==> config.mk <==
export PLATFORM = sky130hd
export DESIGN_NAME = prio_irq_ctrl
export DESIGN_NICKNAME = d
export VERILOG_FILES = /design/src/rtl/irq_ctrl_pkg.sv /design/src/rtl/irq_cfg_seq.sv /design/src/rtl/irq_req_bank.sv /design/src/rtl/irq_prio_pick.sv /design/src/rtl/prio_irq_ctrl.sv
export SDC_FILE = /design/constraint.sdc
export NUM_CORES = 1
export LEC_CHECK = 0
export CORE_MARGIN = 3
export CORE_UTILIZATION = 53
export DETAILED_ROUTE_END_ITERATION = 6
export GPL_ROUTABILITY_DRIVEN = 0
export GPL_TIMING_DRIVEN = 1
export PLACE_DENSITY_LB_ADDON = 0.08
export SLEW_MARGIN = 20
export SYNTH_ARGS = -nofsm -noshare
export SYNTH_HDL_FRONTEND = slang
export SYNTH_SLANG_ARGS = --single-unit
export TNS_END_PERCENT = 10
==> constraint.sdc <==
create_clock -name clk -period 2.9 [get_ports clk]
set_input_delay 0.58 -clock clk [delete_from_list [all_inputs] [get_ports clk]]
set_output_delay 0.58 -clock clk [all_outputs]
set_load 0.01 [all_outputs]
==> src/rtl/irq_ctrl_pkg.sv <==
// Shared types and constants for the priority interrupt controller.
// Assumes a byte-wide register interface.
package irq_ctrl_pkg;
    typedef enum logic [2:0] {
        CFG_BLANK,
        CFG_WANT_BASE,
        CFG_WANT_CASC,
        CFG_WANT_MODE,
        CFG_RUN
    } cfg_state_t;

    localparam int CTL_INIT_BIT  = 4;
    localparam int CTL_CMD3_BIT  = 3;
    localparam int INIT_WANT4_BIT = 0;
    localparam int INIT_LEVEL_BIT = 3;
    localparam logic [7:0] EOI_CODE = 8'h20;
    localparam logic [1:0] RB_ISR = 2'b11;
    localparam logic [1:0] RB_IRR = 2'b10;
endpackage

==> src/rtl/irq_cfg_seq.sv <==
// Configuration sequencer: decodes control/auxiliary writes into the
// configuration chain (base, cascade word, optional mode word), mask
// loads, end-of-interrupt and readback-select commands.
// Assumes one write per strobe cycle.
module irq_cfg_seq
    import irq_ctrl_pkg::*;
#(
    parameter int DW = 8
) (
    input  logic          clk,
    input  logic          rst_n,
    input  logic          wr_en,
    input  logic          wr_aux,
    input  logic [DW-1:0] wr_data,
    output logic          cfg_done,
    output logic          init_start,
    output logic          mask_load,
    output logic          eoi_cmd,
    output logic [DW-1:0] base_q,
    output logic [DW-1:0] casc_q,
    output logic          level_all_q,
    output logic          rd_isr_q
);
    cfg_state_t state_q;
    logic       want4_q;
    logic       ctl_wr;
    logic       aux_wr;

    // Decode write targets and single-cycle commands.
    always_comb begin
        ctl_wr     = wr_en && !wr_aux;
        aux_wr     = wr_en && wr_aux;
        cfg_done   = (state_q == CFG_RUN);
        init_start = ctl_wr && wr_data[CTL_INIT_BIT];
        mask_load  = aux_wr && cfg_done;
        eoi_cmd    = ctl_wr && cfg_done && (wr_data == DW'(EOI_CODE));
    end

    // Walk the configuration chain and hold the readback source.
    always_ff @(posedge clk) begin
        if (!rst_n) begin
            state_q     <= CFG_BLANK;
            want4_q     <= 1'b0;
            level_all_q <= 1'b0;
            base_q      <= '0;
            casc_q      <= '0;
            rd_isr_q    <= 1'b0;
        end else if (init_start) begin
            state_q     <= CFG_WANT_BASE;
            want4_q     <= wr_data[INIT_WANT4_BIT];
            level_all_q <= wr_data[INIT_LEVEL_BIT];
            rd_isr_q    <= 1'b0;
        end else if (aux_wr) begin
            case (state_q)
                CFG_WANT_BASE: begin
                    base_q  <= wr_data;
                    state_q <= CFG_WANT_CASC;
                end
                CFG_WANT_CASC: begin
                    casc_q  <= wr_data;
                    state_q <= want4_q ? CFG_WANT_MODE : CFG_RUN;
                end
                CFG_WANT_MODE: state_q <= CFG_RUN;
                default: ;
            endcase
        end else if (ctl_wr && cfg_done && wr_data[CTL_CMD3_BIT]) begin
            if (wr_data[1:0] == RB_ISR)
                rd_isr_q <= 1'b1;
            else if (wr_data[1:0] == RB_IRR)
                rd_isr_q <= 1'b0;
        end
    end
endmodule

==> src/rtl/irq_req_bank.sv <==
// Request register bank: one cell per input. An edge cell latches on a
// rising input and clears on acknowledge; a level cell follows the input.
// Assumes the inputs are already synchronous to clk.
module irq_req_bank #(
    parameter int N = 8
) (
    input  logic         clk,
    input  logic         rst_n,
    input  logic [N-1:0] irq_in,
    input  logic [N-1:0] level_mask,
    input  logic [N-1:0] clr_mask,
    output logic [N-1:0] irr_q
);
    for (genvar g = 0; g < N; g++) begin : g_cell
        logic prev_q;
        logic req_q;

        // Track the input history and update this request bit.
        always_ff @(posedge clk) begin
            if (!rst_n) begin
                prev_q <= 1'b0;
                req_q  <= 1'b0;
            end else begin
                prev_q <= irq_in[g];
                if (level_mask[g])
                    req_q <= irq_in[g];
                else if (irq_in[g] && !prev_q)
                    req_q <= 1'b1;
                else if (clr_mask[g])
                    req_q <= 1'b0;
            end
        end

        assign irr_q[g] = req_q;
    end
endmodule

==> src/rtl/irq_prio_pick.sv <==
// Fixed-priority picker: finds the lowest-numbered set bit.
// Assumes bit 0 is the highest priority.
module irq_prio_pick #(
    parameter int N  = 8,
    parameter int IW = $clog2(N)
) (
    input  logic [N-1:0]  vec,
    output logic          any,
    output logic [IW-1:0] idx
);
    // Scan from lowest to highest priority so the last hit wins.
    always_comb begin
        any = |vec;
        idx = '0;
        for (int k = N - 1; k >= 0; k--) begin
            if (vec[k])
                idx = IW'(k);
        end
    end
endmodule

==> src/rtl/prio_irq_ctrl.sv <==
// Top of the priority interrupt controller: mask and in-service state,
// nesting decision, acknowledge handling with vector or cascade reply.
// Assumes NIN equals DW (one mask bit per data bit) and one-cycle inta.
module prio_irq_ctrl #(
    parameter int NIN = 8,
    parameter int DW  = 8
) (
    input  logic           clk,
    input  logic           rst_n,
    input  logic           wr_en,
    input  logic           addr_aux,
    input  logic [DW-1:0]  wr_data,
    output logic [DW-1:0]  rd_data,
    input  logic [NIN-1:0] irq_in,
    input  logic [NIN-1:0] level_sel,
    input  logic           slave_mode,
    input  logic [2:0]     casc_sel_in,
    input  logic           inta,
    output logic           int_out,
    output logic [DW-1:0]  vec_out,
    output logic           vec_vld,
    output logic [2:0]     casc_code,
    output logic           casc_act
);
    localparam int IW = $clog2(NIN);

    logic           cfg_done, init_start, mask_load, eoi_cmd;
    logic [DW-1:0]  base_q, casc_q;
    logic           level_all_q, rd_isr_q;
    logic [NIN-1:0] irr_q, imr_q, isr_q, cand;
    logic [NIN-1:0] clr_mask, set_mask, eoi_mask;
    logic           cand_any, isr_any;
    logic [IW-1:0]  win_idx, isr_idx;
    logic           ack_ok, ack_take, ack_spur, to_slave;
    logic [DW-1:0]  vec_q;
    logic           vec_vld_q, casc_act_q;
    logic [2:0]     casc_code_q;

    irq_cfg_seq #(.DW(DW)) seq_i (
        .clk(clk), .rst_n(rst_n), .wr_en(wr_en), .wr_aux(addr_aux),
        .wr_data(wr_data), .cfg_done(cfg_done), .init_start(init_start),
        .mask_load(mask_load), .eoi_cmd(eoi_cmd), .base_q(base_q),
        .casc_q(casc_q), .level_all_q(level_all_q), .rd_isr_q(rd_isr_q)
    );

    irq_req_bank #(.N(NIN)) req_i (
        .clk(clk), .rst_n(rst_n), .irq_in(irq_in),
        .level_mask(level_sel | {NIN{level_all_q}}),
        .clr_mask(clr_mask), .irr_q(irr_q)
    );

    irq_prio_pick #(.N(NIN), .IW(IW)) pick_req_i (
        .vec(cand), .any(cand_any), .idx(win_idx)
    );

    irq_prio_pick #(.N(NIN), .IW(IW)) pick_isr_i (
        .vec(isr_q), .any(isr_any), .idx(isr_idx)
    );

    // Nesting decision and acknowledge qualification.
    always_comb begin
        cand     = irr_q & ~imr_q;
        int_out  = cfg_done && cand_any && (!isr_any || (win_idx < isr_idx));
        ack_ok   = inta && cfg_done &&
                   (!slave_mode || (casc_sel_in == casc_q[2:0]));
        ack_take = ack_ok && int_out;
        ack_spur = ack_ok && !int_out;
        to_slave = !slave_mode && casc_q[win_idx];
        set_mask = ack_take ? (NIN'(1) << win_idx) : '0;
        clr_mask = set_mask;
        eoi_mask = (eoi_cmd && isr_any) ? (NIN'(1) << isr_idx) : '0;
    end

    // Mask register: all masked on reset and on a configuration start.
    always_ff @(posedge clk) begin
        if (!rst_n || init_start)
            imr_q <= '1;
        else if (mask_load)
            imr_q <= wr_data[NIN-1:0];
    end

    // In-service register: set on acknowledge, retire on end-of-interrupt.
    always_ff @(posedge clk) begin
        if (!rst_n || init_start)
            isr_q <= '0;
        else
            isr_q <= (isr_q | set_mask) & ~eoi_mask;
    end

    // Acknowledge reply: vector or cascade code, valid for one cycle.
    always_ff @(posedge clk) begin
        if (!rst_n) begin
            vec_q       <= '0;
            vec_vld_q   <= 1'b0;
            casc_act_q  <= 1'b0;
            casc_code_q <= '0;
        end else begin
            vec_vld_q  <= (ack_take && !to_slave) || ack_spur;
            casc_act_q <= ack_take && to_slave;
            if (ack_take)
                vec_q <= {base_q[DW-1:IW], win_idx};
            else if (ack_spur)
                vec_q <= {base_q[DW-1:IW], {IW{1'b1}}};
            if (ack_take && to_slave)
                casc_code_q <= 3'(win_idx);
        end
    end

    // Readback: mask on the auxiliary address, IRR or ISR on control.
    always_comb begin
        if (addr_aux)
            rd_data = DW'(imr_q);
        else if (rd_isr_q)
            rd_data = DW'(isr_q);
        else
            rd_data = DW'(irr_q);
    end

    assign vec_out   = vec_q;
    assign vec_vld   = vec_vld_q;
    assign casc_code = casc_code_q;
    assign casc_act  = casc_act_q;
endmodule

==> PnR_summary.wiki, run 1 <==
{| class="wikitable"
! Metric !! Value
|-
| Total of warnings raised by yosys || 0
|-
| CTS Sinks || 64
|-
| Post-detailed-route via-to-cell ratio || 5.80
|-
| Routed len/inst || 16.8 um
|-
| Insertion delay of the later-clocked pin in the worst-skew pair || 0.35 ns
|-
| Synthesized area per cell || 8.71 um^2
|-
| Floorplan die area || 0.00711 mm^2
|-
| Filler cell count in the final layout || 421
|-
| Global route overflow || 0
|-
| Maximum number of pins on one net before global-route repair || 23
|-
| Area grow syn2layout || 33.1%
|-
| Result of the run || finished, final reports clean
|-
| Worst Path Required || 2.32 ns
|-
| Post-Syn Area || 0.00325 mm^2
|-
| Synthesized net count || 407
|-
| Setup repair after global routing missed its margin || yes
|-
| Launching element type of the critical path || register
|-
| Power density cells || 433 mW/mm^2
|-
| Reg-to-reg slack, setup || 0.09 ns
|-
| Maximum frequency from static timing analysis || 348 MHz
|-
| Deepest level of the CTS H-tree || 3
|-
| Clock transition at the registers of the reported paths || 0.07 ns
|-
| Arrival time at the worst endpoint || 2.29 ns
|-
| Number of max-slew violations in the final report || 0
|-
| Net count, final || 489
|-
| Max VDD drop || 0.306 mV
|-
| Share of post-route cells with drive strength above 1 || 0.180
|-
| Max transition margin || 0.620
|-
| I/O pin count || 55
|-
| Final instance area || 0.00432 mm^2
|-
| Biggest fanout along the worst timing path || 6
|-
| Antenna fix cells || 0
|-
| Die outline width || 84.3 um
|-
| Initial DRC count || 198
|-
| Initial core utilization || 0.569
|-
| Final clock period utilization by the worst path || 0.990
|-
| Y dimension of the die || 84.3 um
|-
| Post-synthesis async set-or-reset flop share || 0
|-
| Critical path startpoint || imr_q[2]$_SDFFE_PP1P_
|-
| Number of clock buffers inserted by TritonCTS || 9
|-
| Setup-failing EPs final || 0
|-
| Number of antenna violations at the first check in global routing || 0
|-
| Slew of the pin with the lowest slew margin || 0.570 ns
|-
| Global-route wire length before repair || 14700 um
|-
| Clk Tree Root Cell || clkbuf_8
|-
| Cell leakage power || 1.65 nW
|-
| R2R cell count || 14
|-
| Detailed placer's ending HPWL || 6640 um
|-
| Gr usage total || 0.256
|-
| Worst hold-check path type || register to register
|-
| Launch point of the worst reg-to-reg path || imr_q[2]$_SDFFE_PP1P_
|-
| Share of synthesized area occupied by flip-flops and latches || 0.394
|-
| Top_reg_cell synth || dfxtp_1
|-
| Final clock skew || 0.00699 ns
|-
| Count of state elements after synthesis || 64
|-
| Number of input and output port buffers inserted || 54
|-
| Count of flip-flops with a built-in enable after synthesis || 0
|-
| Residual DRC count || 0
|-
| Final critical-path required period || 2.87 ns
|-
| Crit Path Category || register to output port
|-
| Sort of element at the end of the critical path || output port
|-
| Worst Slack Setup Final || 0.0298 ns
|-
| # hold bufs at CTS || 0
|-
| Maxcap violations || 0
|-
| DRT Pass-1 Iters || 5
|-
| Placement Rows || 27
|-
| Detailed-route via count || 3086
|-
| Number of cells produced by synthesis || 373
|-
| Detail Route Antenna Nets || 0
|-
| Final count of hold timing violations || 0
|-
| Placed Area || 0.00403 mm^2
|-
| Summed negative setup slack over all endpoints || 0 ns
|-
| Number of global-route vias before repair || 3024
|-
| Core region area || 0.00571 mm^2
|-
| Core occupancy in the finished layout || 0.757
|-
| CTS tree || built
|-
| Post-Route WL || 8920 um
|-
| Capturing point of the worst reg2reg path || req_i.g_cell[4].req_q$_SDFFE_PN0P_
|-
| Count of different cell masters after synthesis || 54
|-
| Crit path to || int_out
|-
| CTS Buffer Depth || 2
|-
| Worst setup slack after placement || -0.00770 ns
|}
registers in the layout, summed over array words and instances (netlist names):
name / count
seq_i.level_all_q: 1
seq_i.rd_isr_q: 1
imr_q: 8
seq_i.state_q: 3
seq_i.base_q: 5
isr_q: 8
casc_code: 3
req_i.g_cell.req_q: 8
req_i.g_cell.prev_q: 8
casc_act: 1
seq_i.casc_q: 8
vec_out: 8
seq_i.want4_q: 1
vec_vld: 1
power breakdown:
part | switching (mW) | internal (mW)
registers | 0.0134 | 0.896
clock network | 0.370 | 0.423
logic | 0.0765 | 0.0942
per-stage QoR:
step / power (mW) / instances / hold WS, ns
2_1_floorplan: 0.994 / 373 / 0.443
3_3_place_gp: 1.10 / 511 / 0.443
3_5_place_dp: 1.10 / 511 / 0.457
4_1_cts: 1.88 / 530 / 0.467
5_1_grt: 1.93 / 532 / 0.493
6_report: 1.87 / 532 / 0.460
kinds of logic after synthesis:
| logic type | Yosys count | share of synthesized area |
|---|---|---|
| simple gates | 172 | 0.286 |
| compound gates | 77 | 0.176 |
| flops | 64 | 0.394 |
| mux | 32 | 0.0986 |
| buf+inv | 24 | 0.0331 |
| xor+xnor | 3 | 0.00809 |
| fa+ha+maj | 1 | 0.00385 |
per-layer routing:
layer / global-route usage / part of all wire / up-vias / wire [um]
met2: 0.418 / 0.47 / 119 / 4240
met1: 0.327 / 0.44 / 1444 / 3910
met5: 0 / 0 / - / 0
met4: 0.121 / 0.037 / 0 / 331
met3: 0.0481 / 0.050 / 39 / 447
li1: - / - / 1484 / -
timing repair:
item / in CTS / in global routing
setup endpoints to repair: 1 / 1
buffers inserted: 3 / 2
gates resized for setup: 9 / 9
pin swaps: 5 / 6
layout by cell type (no fill, tap or decap), types with 13 or more instances in the layout:
master / synthesis / routed
a21oi_1: 13 / 13
and2_1: 13 / 13
buf_4: 0 / 30
clkdlybuf4s50_1: 0 / 53
dfxtp_1: 64 / 60
mux2i_1: 32 / 32
nand2_1: 48 / 48
nand2b_1: 20 / 19
nand3_1: 14 / 13
nor2_1: 43 / 42
o21ai_0: 27 / 27
synthesized netlist by cell type, types with 2 or more instances:
master    number  area share
a21oi_1       13       0.020
a221oi_2       3       0.014
a31oi_1        5      0.0096
and2_1        13       0.025
and3_1         2      0.0038
buf_6          2      0.0069
clkbuf_1      12       0.014
dfxtp_1       64        0.39
inv_1          9       0.010
mux2i_1       32       0.099
nand2_1       48       0.055
nand2b_1      20       0.039
nand3_1       14       0.022
nand3b_1       3      0.0069
nand4b_1       5       0.013
nor2_1        43       0.050
nor2b_1        4      0.0077
nor2b_4        3       0.013
nor3_1         4      0.0062
nor4_1         2      0.0038
nor4_4         2       0.013
nor4b_1        2      0.0054
o211ai_1       3      0.0069
o21a_1         6       0.014
o21ai_0       27       0.042
o31ai_1        2      0.0046
xor2_1         3      0.0081
cell type report:
type / instances / area [um^2] / share of cell area
Inverter: 10 / 40.0 / 0.00926
Timing Repair Buffer: 85 / 787 / 0.182
Multi-Input combinational cell: 285 / 1920 / 0.443
Tap cell: 72 / 90.1 / 0.0208
Clock inverter: 6 / 67.6 / 0.0156
Sequential cell: 64 / 1290 / 0.297
Clock buffer: 10 / 138 / 0.0318
worst max-delay path, stage by stage (launching register included):
cell      delay, ns
dfxtp_1        0.36
nand2b_4       0.16
and2_4         0.18
nand2_1        0.13
nor2_4         0.07
ha_4           0.29
nand3_2        0.06
a221oi_2       0.21
o22ai_2        0.14
o21ai_4        0.17
inv_4          0.06
buf_6          0.12
how the worst min path moves through the flow:
stage                                            startpoint  cells past startpoint                            endpoint  slack, ns
final                             casc_code[1]$_SDFFE_PN0P_                      2           casc_code[1]$_SDFFE_PN0P_       0.46
after global placement            casc_code[2]$_SDFFE_PN0P_                      2           casc_code[2]$_SDFFE_PN0P_       0.44
after global routing              casc_code[2]$_SDFFE_PN0P_                      2           casc_code[2]$_SDFFE_PN0P_       0.49
after CTS                         casc_code[1]$_SDFFE_PN0P_                      2           casc_code[1]$_SDFFE_PN0P_       0.47
after floorplan           req_i.g_cell[0].prev_q$_SDFF_PN0_                      2  req_i.g_cell[0].req_q$_SDFFE_PN0P_       0.44
after detailed placement          casc_code[1]$_SDFFE_PN0P_                      2           casc_code[1]$_SDFFE_PN0P_       0.46
(Power assumes the default switching activity.)
==> inputs of run 2 (changes only) <==
Settings changed: CORE_UTILIZATION 53 to 57, CTS_CLUSTER_DIAMETER set to 60, PLACE_DENSITY set to 0.85, PLACE_DENSITY_LB_ADDON 0.08 to unset.
Clock period 2.9 ns to 3.35 ns, I/O delays scaled along.
==> PnR_summary.wiki, run 2 (synthesis gave the netlist of run 1 again) <==
{| class="wikitable"
! Metric !! Value
|-
| Crit Path Category || register to output port
|-
| Setup-failing EPs final || 0
|-
| Number of clock buffers inserted by TritonCTS || 9
|-
| Reg-to-reg slack, setup || 0.65 ns
|-
| Number of global-route vias before repair || 2881
|-
| Final clock skew || 0.00776 ns
|-
| Arrival time at the worst endpoint || 2.54 ns
|-
| Net count, final || 469
|-
| Capturing point of the worst reg2reg path || req_i.g_cell[3].req_q$_SDFFE_PN0P_
|-
| R2R cell count || 8
|-
| Area grow syn2layout || 25.3%
|-
| Global-route wire length before repair || 13900 um
|-
| Number of antenna violations at the first check in global routing || 0
|-
| Final count of hold timing violations || 0
|-
| Detailed-route via count || 2963
|-
| Cell leakage power || 1.52 nW
|-
| CTS Buffer Depth || 2
|-
| Start point of the worst hold path || casc_code[1]$_SDFFE_PN0P_
|-
| I/O pin count || 55
|-
| Detailed placer's ending HPWL || 6290 um
|-
| Slew of the pin with the lowest slew margin || 0.650 ns
|-
| Most frequent cells in the layout || dfxtp_1 (63), clkdlybuf4s50_1 (53), nand2_1 (48)
|-
| Worst Path Required || 2.68 ns
|-
| Reg power frac || 0.537
|-
| Antenna fix cells || 0
|-
| Launching element type of the critical path || register
|-
| Biggest fanout along the worst timing path || 5
|-
| Floorplan die area || 0.00664 mm^2
|-
| Summed negative setup slack over all endpoints || 0 ns
|-
| Launch point of the worst reg-to-reg path || isr_q[6]$_SDFF_PP0_
|-
| Insertion delay of the later-clocked pin in the worst-skew pair || 0.34 ns
|-
| Post-detailed-route via-to-cell ratio || 5.82
|-
| Initial core utilization || 0.613
|-
| Share of post-route cells with drive strength above 1 || 0.116
|-
| Post-Route WL || 8380 um
|-
| Net switching component of the power || 357 uW
|-
| Power density cells || 361 mW/mm^2
|-
| Maxcap violations || 0
|-
| Max VDD drop || 0.275 mV
|-
| Sort of element at the end of the critical path || output port
|-
| Y dimension of the die || 81.5 um
|-
| Detail Route Antenna Nets || 0
|-
| CTS Sinks || 64
|-
| Die outline width || 81.5 um
|-
| Max transition margin || 0.563
|-
| Gr usage total || 0.279
|-
| Cell Int Power || 1.11 mW
|-
| CTS tree || built
|-
| Maximum number of pins on one net before global-route repair || 24
|-
| Relative contribution of the clock network to total power || 0.369
|-
| # hold bufs at CTS || 0
|-
| Clk Tree Root Cell || clkbuf_8
|-
| Residual DRC count || 0
|-
| Result of the run || finished, final reports clean
|-
| Maximum frequency from static timing analysis || 311 MHz
|-
| Share of total power in combinational logic || 0.093
|-
| DRT Pass-1 Iters || 4
|-
| Clock transition at the registers of the reported paths || 0.06 ns
|-
| Number of input and output port buffers inserted || 54
|-
| Most common cell after layout, fill and taps aside || dfxtp_1
|-
| Hold path endpoint || casc_code[1]$_SDFFE_PN0P_
|-
| Placement Rows || 26
|-
| Final instance area || 0.00407 mm^2
|-
| Final clock period utilization by the worst path || 0.959
|-
| Setup repair after global routing missed its margin || no
|-
| Final critical-path required period || 3.21 ns
|-
| Routed len/inst || 16.5 um
|-
| Core region area || 0.00530 mm^2
|-
| Number of max-slew violations in the final report || 0
|-
| Switch share || 0.243
|-
| Global route overflow || 0
|-
| Deepest level of the CTS H-tree || 3
|-
| Initial DRC count || 265
|-
| Hold Crit Depth || 2
|-
| Placed Area || 0.00388 mm^2
|-
| Overall Power || 1.47 mW
|-
| Worst hold-check path type || register to register
|}
-- run 2: cell count changes in the layout (fill, tap and decap cells not counted), moves of 2 or more --
cell / previous run / this run
buf_4: 30 / 11
dfxtp_1: 60 / 63
dfxtp_2: 4 / 1
clkbuf_1: 0 / 2
clkinv_2: 1 / 3
-- run 2: worst max-delay path, cell delays in order (launching register included) --
cell and delay [ns]:
dfxtp_1 0.42, nor2b_4 0.10, nor4_4 0.31, nor2_1 0.10
ha_1 0.33, nand3_1 0.09, a221oi_2 0.22, o22ai_2 0.13
o21ai_4 0.17, inv_4 0.06, dlygate4sd2_1 0.28
-- run 2: worst max-delay path by stage --
| stage | from | endpoint | slack [ns] | cells past startpoint |
|---|---|---|---|---|
| final | imr_q[6]$_SDFFE_PP1P_ | int_out | 0.14 | 10 |
| after global routing | imr_q[6]$_SDFFE_PP1P_ | int_out | 0.02 | 10 |
| after CTS | req_i.g_cell[6].req_q$_SDFFE_PN0P_ | int_out | 0.16 | 10 |
| after detailed placement | req_i.g_cell[5].req_q$_SDFFE_PN0P_ | int_out | 0.19 | 10 |
| after global placement | req_i.g_cell[5].req_q$_SDFFE_PN0P_ | int_out | 0.26 | 10 |
| after floorplan | req_i.g_cell[5].req_q$_SDFFE_PN0P_ | int_out | 0.63 | 9 |
-- run 2: what timing repair did --
item	4_1_cts	5_1_grt
endpoints found under the setup margin	1	0
buffers inserted	2	0
endpoints found under the hold margin	0	0
resized for setup	5	0
-- run 2: cell type report --
class / count / area [um^2]
Tap cell: 70 / 87.6
Timing Repair Buffer: 65 / 622
Clock inverter: 4 / 22.5
Sequential cell: 64 / 1280
Clock buffer: 11 / 131
Inverter: 10 / 40.0
Multi-Input combinational cell: 285 / 1880
Fill cell: 401 / 1230
-- run 2: routing by layer --
metal | up-vias | share of wire | global-route usage
met4 | 0 | 0.021 | 0.142
met5 | - | 0 | 0
met3 | 18 | 0.058 | 0.0461
met1 | 1408 | 0.43 | 0.342
li1 | 1435 | - | -
met2 | 102 | 0.49 | 0.470
-- run 2: power groups by stage --
stage | sequential (mW) | combinational [mW] | clock, mW
after floorplan | 0.801 | 0.0589 | 0
after global placement | 0.805 | 0.134 | 0
after detailed placement | 0.806 | 0.136 | 0
after CTS | 0.789 | 0.137 | 0.548
after global routing | 0.790 | 0.150 | 0.594
final | 0.790 | 0.137 | 0.542
-- run 2: per-stage QoR --
stage | worst slack (ns) | hold WS (ns) | utilization | std cells
finish | 0.139 | 0.461 | 0.768 | 509
global route | 0.0171 | 0.478 | 0.768 | 509
CTS | 0.159 | 0.461 | 0.768 | 509
detailed placement | 0.191 | 0.447 | 0.732 | 492
global placement | 0.262 | 0.446 | 0.732 | 492
floorplan | 0.635 | 0.443 | - | 373
